<file path="src/rtl/agen_pkg.sv">
package agen_pkg;
  localparam int LEN_W = 24;
  typedef logic [LEN_W-1:0] len_t;
endpackage

</file>
<file path="src/rtl/agen_burst_gen.sv">
module agen_burst_gen
  import agen_pkg::*;
#(
  parameter int ADDR_W     = 32,
  parameter int BUS_LOG2   = 3,
  parameter int BURST_LOG2 = 7,
  parameter int RB_W       = LEN_W - BUS_LOG2 + 1,
  parameter int BL_W       = BURST_LOG2 - BUS_LOG2 + 1
) (
  input  logic              clk_i,
  input  logic              rst_ni,
  input  logic              start_i,
  input  logic [ADDR_W-1:0] base_i,
  input  logic [RB_W-1:0]   row_beats_i,
  input  len_t              rows_m1_i,
  input  len_t              stride_i,
  input  logic              ready_i,
  output logic              valid_o,
  output logic [ADDR_W-1:0] addr_o,
  output logic [BL_W-1:0]   beats_o,
  output logic              busy_o,
  output logic              done_o
);
  localparam logic [RB_W-1:0]   MAX_BEATS    = RB_W'(1) << (BURST_LOG2 - BUS_LOG2);
  localparam logic [BL_W-1:0]   MAX_BEATS_BL = BL_W'(1) << (BURST_LOG2 - BUS_LOG2);
  localparam logic [ADDR_W-1:0] BURST_BYTES  = ADDR_W'(1) << BURST_LOG2;

  logic              busy_q, done_q;
  logic [ADDR_W-1:0] row_base_q, addr_q, next_row;
  logic [RB_W-1:0]   left_q, row_beats_q;
  len_t              rows_q, stride_q;
  logic              more_in_row;

  always_comb begin
    more_in_row = left_q > MAX_BEATS;
    next_row    = row_base_q + ADDR_W'(stride_q);
  end

  always_ff @(posedge clk_i or negedge rst_ni) begin
    if (!rst_ni) begin
      busy_q      <= 1'b0;
      done_q      <= 1'b0;
      row_base_q  <= '0;
      addr_q      <= '0;
      left_q      <= '0;
      row_beats_q <= '0;
      rows_q      <= '0;
      stride_q    <= '0;
    end else begin
      done_q <= 1'b0;
      if (start_i) begin
        busy_q      <= 1'b1;
        row_base_q  <= base_i;
        addr_q      <= base_i;
        left_q      <= row_beats_i;
        row_beats_q <= row_beats_i;
        rows_q      <= rows_m1_i;
        stride_q    <= stride_i;
      end else if (busy_q && ready_i) begin
        if (more_in_row) begin
          addr_q <= addr_q + BURST_BYTES;
          left_q <= left_q - MAX_BEATS;
        end else if (rows_q == '0) begin
          busy_q <= 1'b0;
          done_q <= 1'b1;
        end else begin
          // rows restart from their own base, not from the last burst end
          row_base_q <= next_row;
          addr_q     <= next_row;
          left_q     <= row_beats_q;
          rows_q     <= rows_q - len_t'(1);
        end
      end
    end
  end

  assign valid_o = busy_q;
  assign addr_o  = addr_q;
  assign beats_o = more_in_row ? MAX_BEATS_BL : left_q[BL_W-1:0];
  assign busy_o  = busy_q;
  assign done_o  = done_q;
endmodule

</file>
<file path="src/rtl/agen_beat_track.sv">
module agen_beat_track
  import agen_pkg::*;
#(
  parameter int ADDR_W   = 32,
  parameter int BUS_LOG2 = 3,
  parameter int RB_W     = LEN_W - BUS_LOG2 + 1
) (
  input  logic              clk_i,
  input  logic              rst_ni,
  input  logic              start_i,
  input  logic [ADDR_W-1:0] base_i,
  input  logic [RB_W-1:0]   row_beats_i,
  input  len_t              rows_m1_i,
  input  len_t              stride_i,
  input  logic              beat_i,
  output logic              busy_o,
  output logic [ADDR_W-1:0] cur_addr_o,
  output len_t              progress_o
);
  localparam logic [ADDR_W-1:0] BEAT_ADDR  = ADDR_W'(1) << BUS_LOG2;
  localparam len_t              BEAT_BYTES = len_t'(1) << BUS_LOG2;

  logic              busy_q;
  logic [ADDR_W-1:0] row_base_q, cur_q, next_row;
  logic [RB_W-1:0]   left_q, row_beats_q;
  len_t              rows_q, stride_q, prog_q;

  assign next_row = row_base_q + ADDR_W'(stride_q);

  always_ff @(posedge clk_i or negedge rst_ni) begin
    if (!rst_ni) begin
      busy_q      <= 1'b0;
      row_base_q  <= '0;
      cur_q       <= '0;
      left_q      <= '0;
      row_beats_q <= '0;
      rows_q      <= '0;
      stride_q    <= '0;
      prog_q      <= '0;
    end else if (start_i) begin
      busy_q      <= 1'b1;
      row_base_q  <= base_i;
      cur_q       <= base_i;
      left_q      <= row_beats_i;
      row_beats_q <= row_beats_i;
      rows_q      <= rows_m1_i;
      stride_q    <= stride_i;
      prog_q      <= '0;
    end else if (busy_q && beat_i) begin
      if (left_q == RB_W'(1)) begin
        cur_q <= next_row;
        if (rows_q == '0) begin
          busy_q <= 1'b0;
          prog_q <= '0;
        end else begin
          row_base_q <= next_row;
          left_q     <= row_beats_q;
          rows_q     <= rows_q - len_t'(1);
          prog_q     <= prog_q + BEAT_BYTES;
        end
      end else begin
        cur_q  <= cur_q + BEAT_ADDR;
        left_q <= left_q - RB_W'(1);
        prog_q <= prog_q + BEAT_BYTES;
      end
    end
  end

  assign busy_o     = busy_q;
  assign cur_addr_o = cur_q;
  assign progress_o = prog_q;
endmodule

</file>
<file path="src/rtl/agen_2d.sv">
module agen_2d
  import agen_pkg::*;
#(
  parameter int ADDR_W     = 32,
  parameter int BUS_LOG2   = 3,
  parameter int BURST_LOG2 = 7
) (
  input  logic                           clk_i,
  input  logic                           rst_ni,
  input  logic                           desc_valid_i,
  output logic                           desc_ready_o,
  input  logic [ADDR_W-1:0]              desc_addr_i,
  input  logic [23:0]                    desc_row_len_i,
  input  logic [23:0]                    desc_rows_i,
  input  logic [23:0]                    desc_stride_i,
  output logic                           burst_valid_o,
  input  logic                           burst_ready_i,
  output logic [ADDR_W-1:0]              burst_addr_o,
  output logic [BURST_LOG2-BUS_LOG2:0]   burst_beats_o,
  input  logic                           beat_i,
  output logic [ADDR_W-1:0]              cur_addr_o,
  output logic [23:0]                    progress_o,
  output logic                           done_o
);
  localparam int RB_W = LEN_W - BUS_LOG2 + 1;
  localparam int BL_W = BURST_LOG2 - BUS_LOG2 + 1;

  logic            start;
  logic            gen_busy, trk_busy;
  logic [RB_W-1:0] row_beats;

  assign desc_ready_o = !gen_busy && !trk_busy;
  assign start        = desc_valid_i && desc_ready_o;
  assign row_beats    = RB_W'(desc_row_len_i >> BUS_LOG2) + RB_W'(1);

  agen_burst_gen #(
    .ADDR_W(ADDR_W), .BUS_LOG2(BUS_LOG2), .BURST_LOG2(BURST_LOG2),
    .RB_W(RB_W), .BL_W(BL_W)
  ) u_gen (
    .clk_i      (clk_i),
    .rst_ni     (rst_ni),
    .start_i    (start),
    .base_i     (desc_addr_i),
    .row_beats_i(row_beats),
    .rows_m1_i  (desc_rows_i),
    .stride_i   (desc_stride_i),
    .ready_i    (burst_ready_i),
    .valid_o    (burst_valid_o),
    .addr_o     (burst_addr_o),
    .beats_o    (burst_beats_o),
    .busy_o     (gen_busy),
    .done_o     (done_o)
  );

  agen_beat_track #(
    .ADDR_W(ADDR_W), .BUS_LOG2(BUS_LOG2), .RB_W(RB_W)
  ) u_trk (
    .clk_i      (clk_i),
    .rst_ni     (rst_ni),
    .start_i    (start),
    .base_i     (desc_addr_i),
    .row_beats_i(row_beats),
    .rows_m1_i  (desc_rows_i),
    .stride_i   (desc_stride_i),
    .beat_i     (beat_i),
    .busy_o     (trk_busy),
    .cur_addr_o (cur_addr_o),
    .progress_o (progress_o)
  );
endmodule

</file>
<file path="config.mk">
export PLATFORM = sky130hd
export DESIGN_NAME = agen_2d
export DESIGN_NICKNAME = d
export VERILOG_FILES = /design/src/rtl/agen_pkg.sv /design/src/rtl/agen_burst_gen.sv /design/src/rtl/agen_beat_track.sv /design/src/rtl/agen_2d.sv
export SDC_FILE = /design/constraint.sdc
export NUM_CORES = 1
export LEC_CHECK = 0
export BUFFER_PORTS_ARGS = -buffer_cell sky130_fd_sc_hd__buf_4
export CAP_MARGIN = 30
export CORE_MARGIN = 2
export CORE_UTILIZATION = 55
export CTS_CLUSTER_SIZE = 20
export DETAILED_ROUTE_END_ITERATION = 16
export PLACE_DENSITY = 0.78
export SETUP_SLACK_MARGIN = 0.1
export SLEW_MARGIN = 15
export SYNTH_ARGS = -nofsm -noshare
export SYNTH_HDL_FRONTEND = slang
export SYNTH_HIERARCHICAL = 1
export SYNTH_SLANG_ARGS = --single-unit
</file>
<file path="constraint.sdc">
create_clock -name clk_i -period 2.9 [get_ports clk_i]
set_input_delay 0.145 -clock clk_i [delete_from_list [all_inputs] [get_ports clk_i]]
set_output_delay 0.145 -clock clk_i [all_outputs]
set_load 0.05 [all_outputs]
</file>
Word level (Yosys, flattened, before mapping)
Index checks and enable logic that the tools add are counted.

word-level totals
  register bits = 293
  logic and storage cells = 97

operators by class
  $add $sub $neg = 10
  magnitude comparators = 1
  equal/unequal tests = 6
  mux-type cells = 47
  reductions and logical operators = 19

operators by type and width
  kind                                                                              number
  32-bit two-way mux                                                                14
  24-bit two-way mux                                                                12
  22-bit two-way mux                                                                8
  32-bit by 24-bit adder with 32-bit output                                         2
  24-bit logical NOT                                                                2
  24-bit by 1-bit subtractor with 24-bit output, second input constant              2
  32-bit by 4-bit adder with 32-bit output, second input constant                   1
  32-bit by 8-bit adder with 32-bit output, second input constant                   1
  24-bit by 4-bit adder with 24-bit output, second input constant                   1
  21-bit by 1-bit adder with 22-bit output, second input constant                   1
  22-bit by 1-bit equality test with 1-bit output, second input constant            1
  22-bit by 5-bit greater-than comparator with 1-bit output, second input constant  1
  22-bit by 1-bit subtractor with 22-bit output, second input constant              1
  22-bit by 5-bit subtractor with 22-bit output, second input constant              1
  1-bit two-way mux                                                                 12
  3-bit AND reduction                                                               4
  2-bit nonzero test                                                                5
  2-bit inequality test, second input constant                                      3
  5-bit two-way mux                                                                 1
  1-bit logical AND                                                                 4
  2-bit AND reduction                                                               2
  3-bit by 2-bit inequality test with 1-bit output, second input constant           1
  3-bit inequality test, second input constant                                      1
  1-bit logical NOT                                                                 2

Depth between registers and ports, before layout
  depth in word-level cells = 5
  gate-level depth with buffers = 13
  gate-level depth less buffers = 11

Cells and area by module
The synthesis kept the hierarchy.

modules (own cells, without submodules)
  module           times used  cells each  area each (um^2)
  agen_beat_track  1           1260        10901.7
  agen_burst_gen   1           1086        9425.3
  agen_2d          1           57          421.7

Least setup slack after synthesis
No wires, ideal clock.

  path type = register to output
  from = register u_gen.left_q[18]
  to = output port burst_beats_o[0]
  arrival time = 2.910 ns
  path slack = -0.155 ns
  cell stages (with the launch flop) = 8
  cell sequence = dfrtp_1 > or4_4 > or4b_4 > nor3_1 > clkbuf_1 > clkbuf_1 > clkbuf_1 > and2_1

between the ends
  word-level cells in the longest chain between the ends = 2

RTL lines
  what                                                       RTL line              RTL
  start: declaration                                         agen_burst_gen.sv:30  logic [RB_W-1:0] left_q, row_beats_q;
  start signal: assignment                                   agen_burst_gen.sv:55  left_q <= row_beats_i;
  start signal: assignment                                   agen_burst_gen.sv:62  left_q <= left_q - MAX_BEATS;
  start signal: assignment                                   agen_burst_gen.sv:70  left_q <= row_beats_q;
  22-bit by 5-bit greater-than comparator with 1-bit output  agen_burst_gen.sv:35  more_in_row = left_q > MAX_BEATS;
  5-bit two-way mux                                          agen_burst_gen.sv:79  assign beats_o = more_in_row ? MAX_BEATS_BL : left_q[BL_W-1:0];
  end: declaration                                           agen_2d.sv:19         output logic [BURST_LOG2-BUS_LOG2:0] burst_beats_o,

No other way between the ends.

Worst setup path in the final report
  from = register u_gen.left_q[18]
  to = register u_gen.rows_q[17]

between the ends
  word-level cells in the longest chain between the ends = 3

RTL lines
  what                                                       RTL line              RTL
  22-bit by 5-bit greater-than comparator with 1-bit output  agen_burst_gen.sv:35
  2-bit inequality test (no line)                            -
  3-bit AND reduction (no line)                              -
  end signal: assignment                                     agen_burst_gen.sv:57  rows_q <= rows_m1_i;
  end signal: assignment                                     agen_burst_gen.sv:71  rows_q <= rows_q - len_t'(1);
  end: declaration                                           agen_burst_gen.sv:31  len_t rows_q, stride_q;

No other way between the ends.
A chain may end at the register's enable or synchronous reset.

==> summary.md <==
| Metric | Value |
|---|---|
| Worst Setup Start Kind | `register` |
| Grt ovf | `0` |
| Crit path DAT | `about 3.5 ns` |
| Leak Pwr | `11.47 nW` |
| Slew of the pin with the lowest slew margin | `0.8273 ns` |
| CTS tree | `built` |
| Final period util | `106.2%` |
| # DRC | `0` |
| Outcome | `finished, violations left` |
| Clk pin slew, worst setup/hold paths | `0.06 ns` |
| Clock sinks | `336` |
| WS Path Type | `register to register` |
| Wire per inst | `approximately 22 um` |
| Yosys top cell area share | `40.52%` |
| Max cap viols | `0` |
| Slowest-stage cell, CP | `or4_4` |
| Die X | `~200 um` |
| Setup violations, final | `61` |
| Max stage delay on crit path | `around 0.54 ns` |
| Area grow syn2layout | `31.52%` |
| WP buf/inv | `1` |
| Clock Path Buffers | `3` |
| Cell Area, Synth | `0.02075 mm^2` |
| Hold crit path type | `primary input to register` |
| Hpwl dp | `46660 um` |
| Post-DRT Antenna Nets | `0` |
| Worst Setup SP | `u_gen/left_q[18]$_DFFE_PN0P_` |
| Seq/Total Area, Yosys | `40.52%` |
| Drt total wl | `roughly 73000 um` |
| Post-route core utilization | `72.97%` |
| Ys flop type | `dfrtp_1` |
| Total iterations of the first detailed-routing run | `6` |
| VDD IR max | `0.6663 mV` |
| Num CTS Buffers | `39` |
| Pwr dens | `1074 mW/mm^2` |
| Pin count of the biggest net entering global routing | `138` |
| Vias/cell | `approximately 6.4` |
| Post-Synthesis Cells | `2403` |
| F_max | `approximately 320 MHz` |
| Setup crit end kind | `register` |
| Pins Over Slew Limit | `0` |
| CTS H-tree depth | `2` |
| Root buf cell | `clkbuf_16` |
| Initial antenna violation count | `3` |
| Final hold viol count | `0` |
| Crit path cell chain | `or4_4 > or4b_4 > or3_4 > nor3b_4 > buf_12 > nand3_4 > nor3_4 > xnor2_1 > o21ai_1` |
| Initial core utilization | `a little under three fifths` |
| Slew HR | `44.77%` |
| Yosys reg bits | `336` |
| Req. time, crit path | `3.30 ns` |
| Vias in the first global route | `about 20k` |
| Port bufs | `198` |
| Die Height | `198.2 um` |
| GRT Util Overall | `a little over a third` |
| Via count | `21.41k` |
| Hold path start | `desc_row_len_i[6]` |
| Global-route wire length before repair | `~110000 um` |
| Clock Skew | `0.03193 ns` |
| Global placer's final weighted congestion | `0.9872` |
| Final worst setup slack | `-0.1812 ns` |
| Failing checks | `setup timing` |
| CP top delay family | `simple AND/OR/NAND/NOR gates` |
| Number of synthesis warnings | `6` |
| Num rows | `71` |
| Die area | `0.03930 mm^2` |
| Unrepaired setup endpoints after global routing | `true` |
| Worst r2r src | `u_gen/left_q[18]$_DFFE_PN0P_` |
| Share of layout cells above drive strength 1 | `~25%` |
| Async SR Flop Fraction | `100.0%` |
| Top cells by area, synth | `dfrtp_1 (41%), o21ai_0 (6.0%), a21oi_1 (5.1%), nand2_1 (4.9%), nor2_1 (4.0%)` |
| Placeable Area | `0.03740 mm^2` |
| Final #Nets | `between 2k and 3k` |
| Clock latency on the worst-skew pair | `0.57 ns` |
| I/O pin count | `205` |
| Synth cell types | `between 90 and 100` |
| Post-Syn Area per Cell | `8.634 um^2` |
| Crit-path max FO | `8` |
| Post-synth top area cell | `dfrtp_1` |
| Post-synth EDFFs | `0` |
| Period minus WS final | `3.081 ns` |
| DRT iter0 DRCs | `between 2k and 3k` |
| Final setup TNS | `-3.899 ns` |
-- sequential cells by signal, summed over array words and instances, names as in the netlist --
signal and cells:
u_gen/row_base_q 32, u_trk/rows_q 24, u_gen/row_beats_q 22, u_gen/rows_q 24, u_trk/stride_q 24, u_gen/done_o 1
u_gen/busy_o 1, u_trk/progress_o 21, u_gen/stride_q 24, u_gen/left_q 22, u_trk/busy_o 1, u_trk/left_q 22
u_gen/addr_o 32, u_trk/cur_addr_o 32, u_trk/row_beats_q 22, u_trk/row_base_q 32
-- tightest hold or removal path: cells and delay by family --
kind,cells,cell delay (ns)
XOR/XNOR,1,0.08
AND/OR/NAND/NOR,2,0.19
buffers and inverters,1,0.10
-- final cells by class --
| class | count | area [um^2] |
|---|---|---|
| fill | 2554 | 10110 |
| antenna | 2 | 5.005 |
| sequential | 336 | 8409 |
| timing repair buffer | 473 | 4234 |
| clock buffer | 49 | 1084 |
| inverter | 79 | 296.5 |
| multi-input combinational | 1865 | 12360 |
| clock inverter | 21 | 261.5 |
| tap | 511 | 639.4 |
-- cells by family after synthesis --
logic type	after synthesis	share of synthesized area, %
other cells	1	0.01807
buf+inv	206	4.052
fa+ha+maj	60	3.691
flops	336	40.52
simple gates	852	20.76
compound gates	729	20.88
xor+xnor	140	5.910
mux	79	4.167
-- per-stage QoR --
| stage | total power [mW] | setup slack, ns | cell area [um^2] | hold WS (ns) | instances |
|---|---|---|---|---|---|
| after detailed placement | 21.39 | -0.2831 | 23620 | 0.2066 | 3125 |
| after CTS | 27.39 | -0.07222 | 26390 | 0.0003131 | 3300 |
| final | 29.30 | -0.1812 | 27290 | 0.01872 | 3336 |
| after global placement | 20.90 | -0.2071 | 23610 | 0.2040 | 3124 |
| after global routing | 30.74 | -0.2530 | 27290 | 0.04753 | 3336 |
| after floorplan | 17.16 | -0.03405 | 20820 | -0.1506 | 2405 |
-- placed cells by master, fill, tap and decap left out, types with 12 or more instances in the layout --
cell and n:
xnor2_1 78, clkbuf_16 42, o21ai_1 63, mux2i_1 20
dlygate4sd3_1 85, mux2_2 55, nand2b_1 17, nor4_1 28
nor2_2 14, o211ai_1 22, a211oi_1 17, inv_1 77
o21ai_0 202, nor3_1 55, nand2_1 260, dfrtp_1 335
nor3_2 13, a21oi_2 22, a21o_1 27, a21oi_1 182
nand4_1 26, a22oi_1 13, a211oi_2 12, a31oi_1 18
o21a_1 13, or3_1 12, xor2_1 60, nor2_1 199
ha_1 49, nand3_1 63, and3_1 33, buf_4 331
o22ai_1 21, buf_12 20, buf_6 24
-- what timing repair did --
action | CTS | global route
resized for setup | 112 | 161
hold buffers | 85 | 0
buffers inserted | 17 | 30
pin swaps | 50 | 45
gates cloned | 3 | 4
setup endpoints to repair | 137 | 174
endpoints found under the hold margin | 292 | 0
-- power breakdown --
part	leakage, nW	switching (mW)	internal, mW
Sequential	4.00	2.11	6.67
Clock	0.663	2.11	3.12
Combinational	6.80	8.92	6.37
Total	11.5	13.1	16.2
-- cells in the mapped netlist, drive strengths merged (10+ instances only) --
cell type / instances
o211ai: 23
xnor2: 79
mux2: 59
xor2: 61
buf: 45
o22ai: 22
nand4: 29
a211oi: 29
and3: 37
nor2: 220
o31ai: 12
or4: 13
mux2i: 20
a22oi: 13
o21a: 14
o21ai: 278
or3: 14
nand2b: 17
ha: 58
o31a: 10
nor2b: 11
and2: 15
clkbuf: 82
dfrtp: 336
nor3: 75
nor4: 37
a21o: 27
nand3: 67
inv: 79
a31oi: 18
nand2: 274
a21oi: 211
-- final timing paths --
path                                                   to  slack (ns)  cells after the start
min reg2reg                u_gen/stride_q[15]$_DFFE_PN0P_        0.52                      1
min in group asynchronous    u_trk/left_q[19]$_DFFE_PN0P_        0.20                      2
max                          u_gen/rows_q[17]$_DFFE_PN0P_       -0.18                      9
max reg2reg                  u_gen/rows_q[17]$_DFFE_PN0P_       -0.18                      9
max in group asynchronous     u_gen/rows_q[1]$_DFFE_PN0P_        1.82                      3
min                           u_trk/left_q[3]$_DFFE_PN0P_        0.02                      4
-- layer usage --
layer / track usage (%) / wire (um)
met1: 46.80 / 28620
met2: 54.91 / 33010
met3: 8.312 / 7458
met4: 16.85 / 3670
met5: 0 / 11
(Power assumes the default switching activity.)
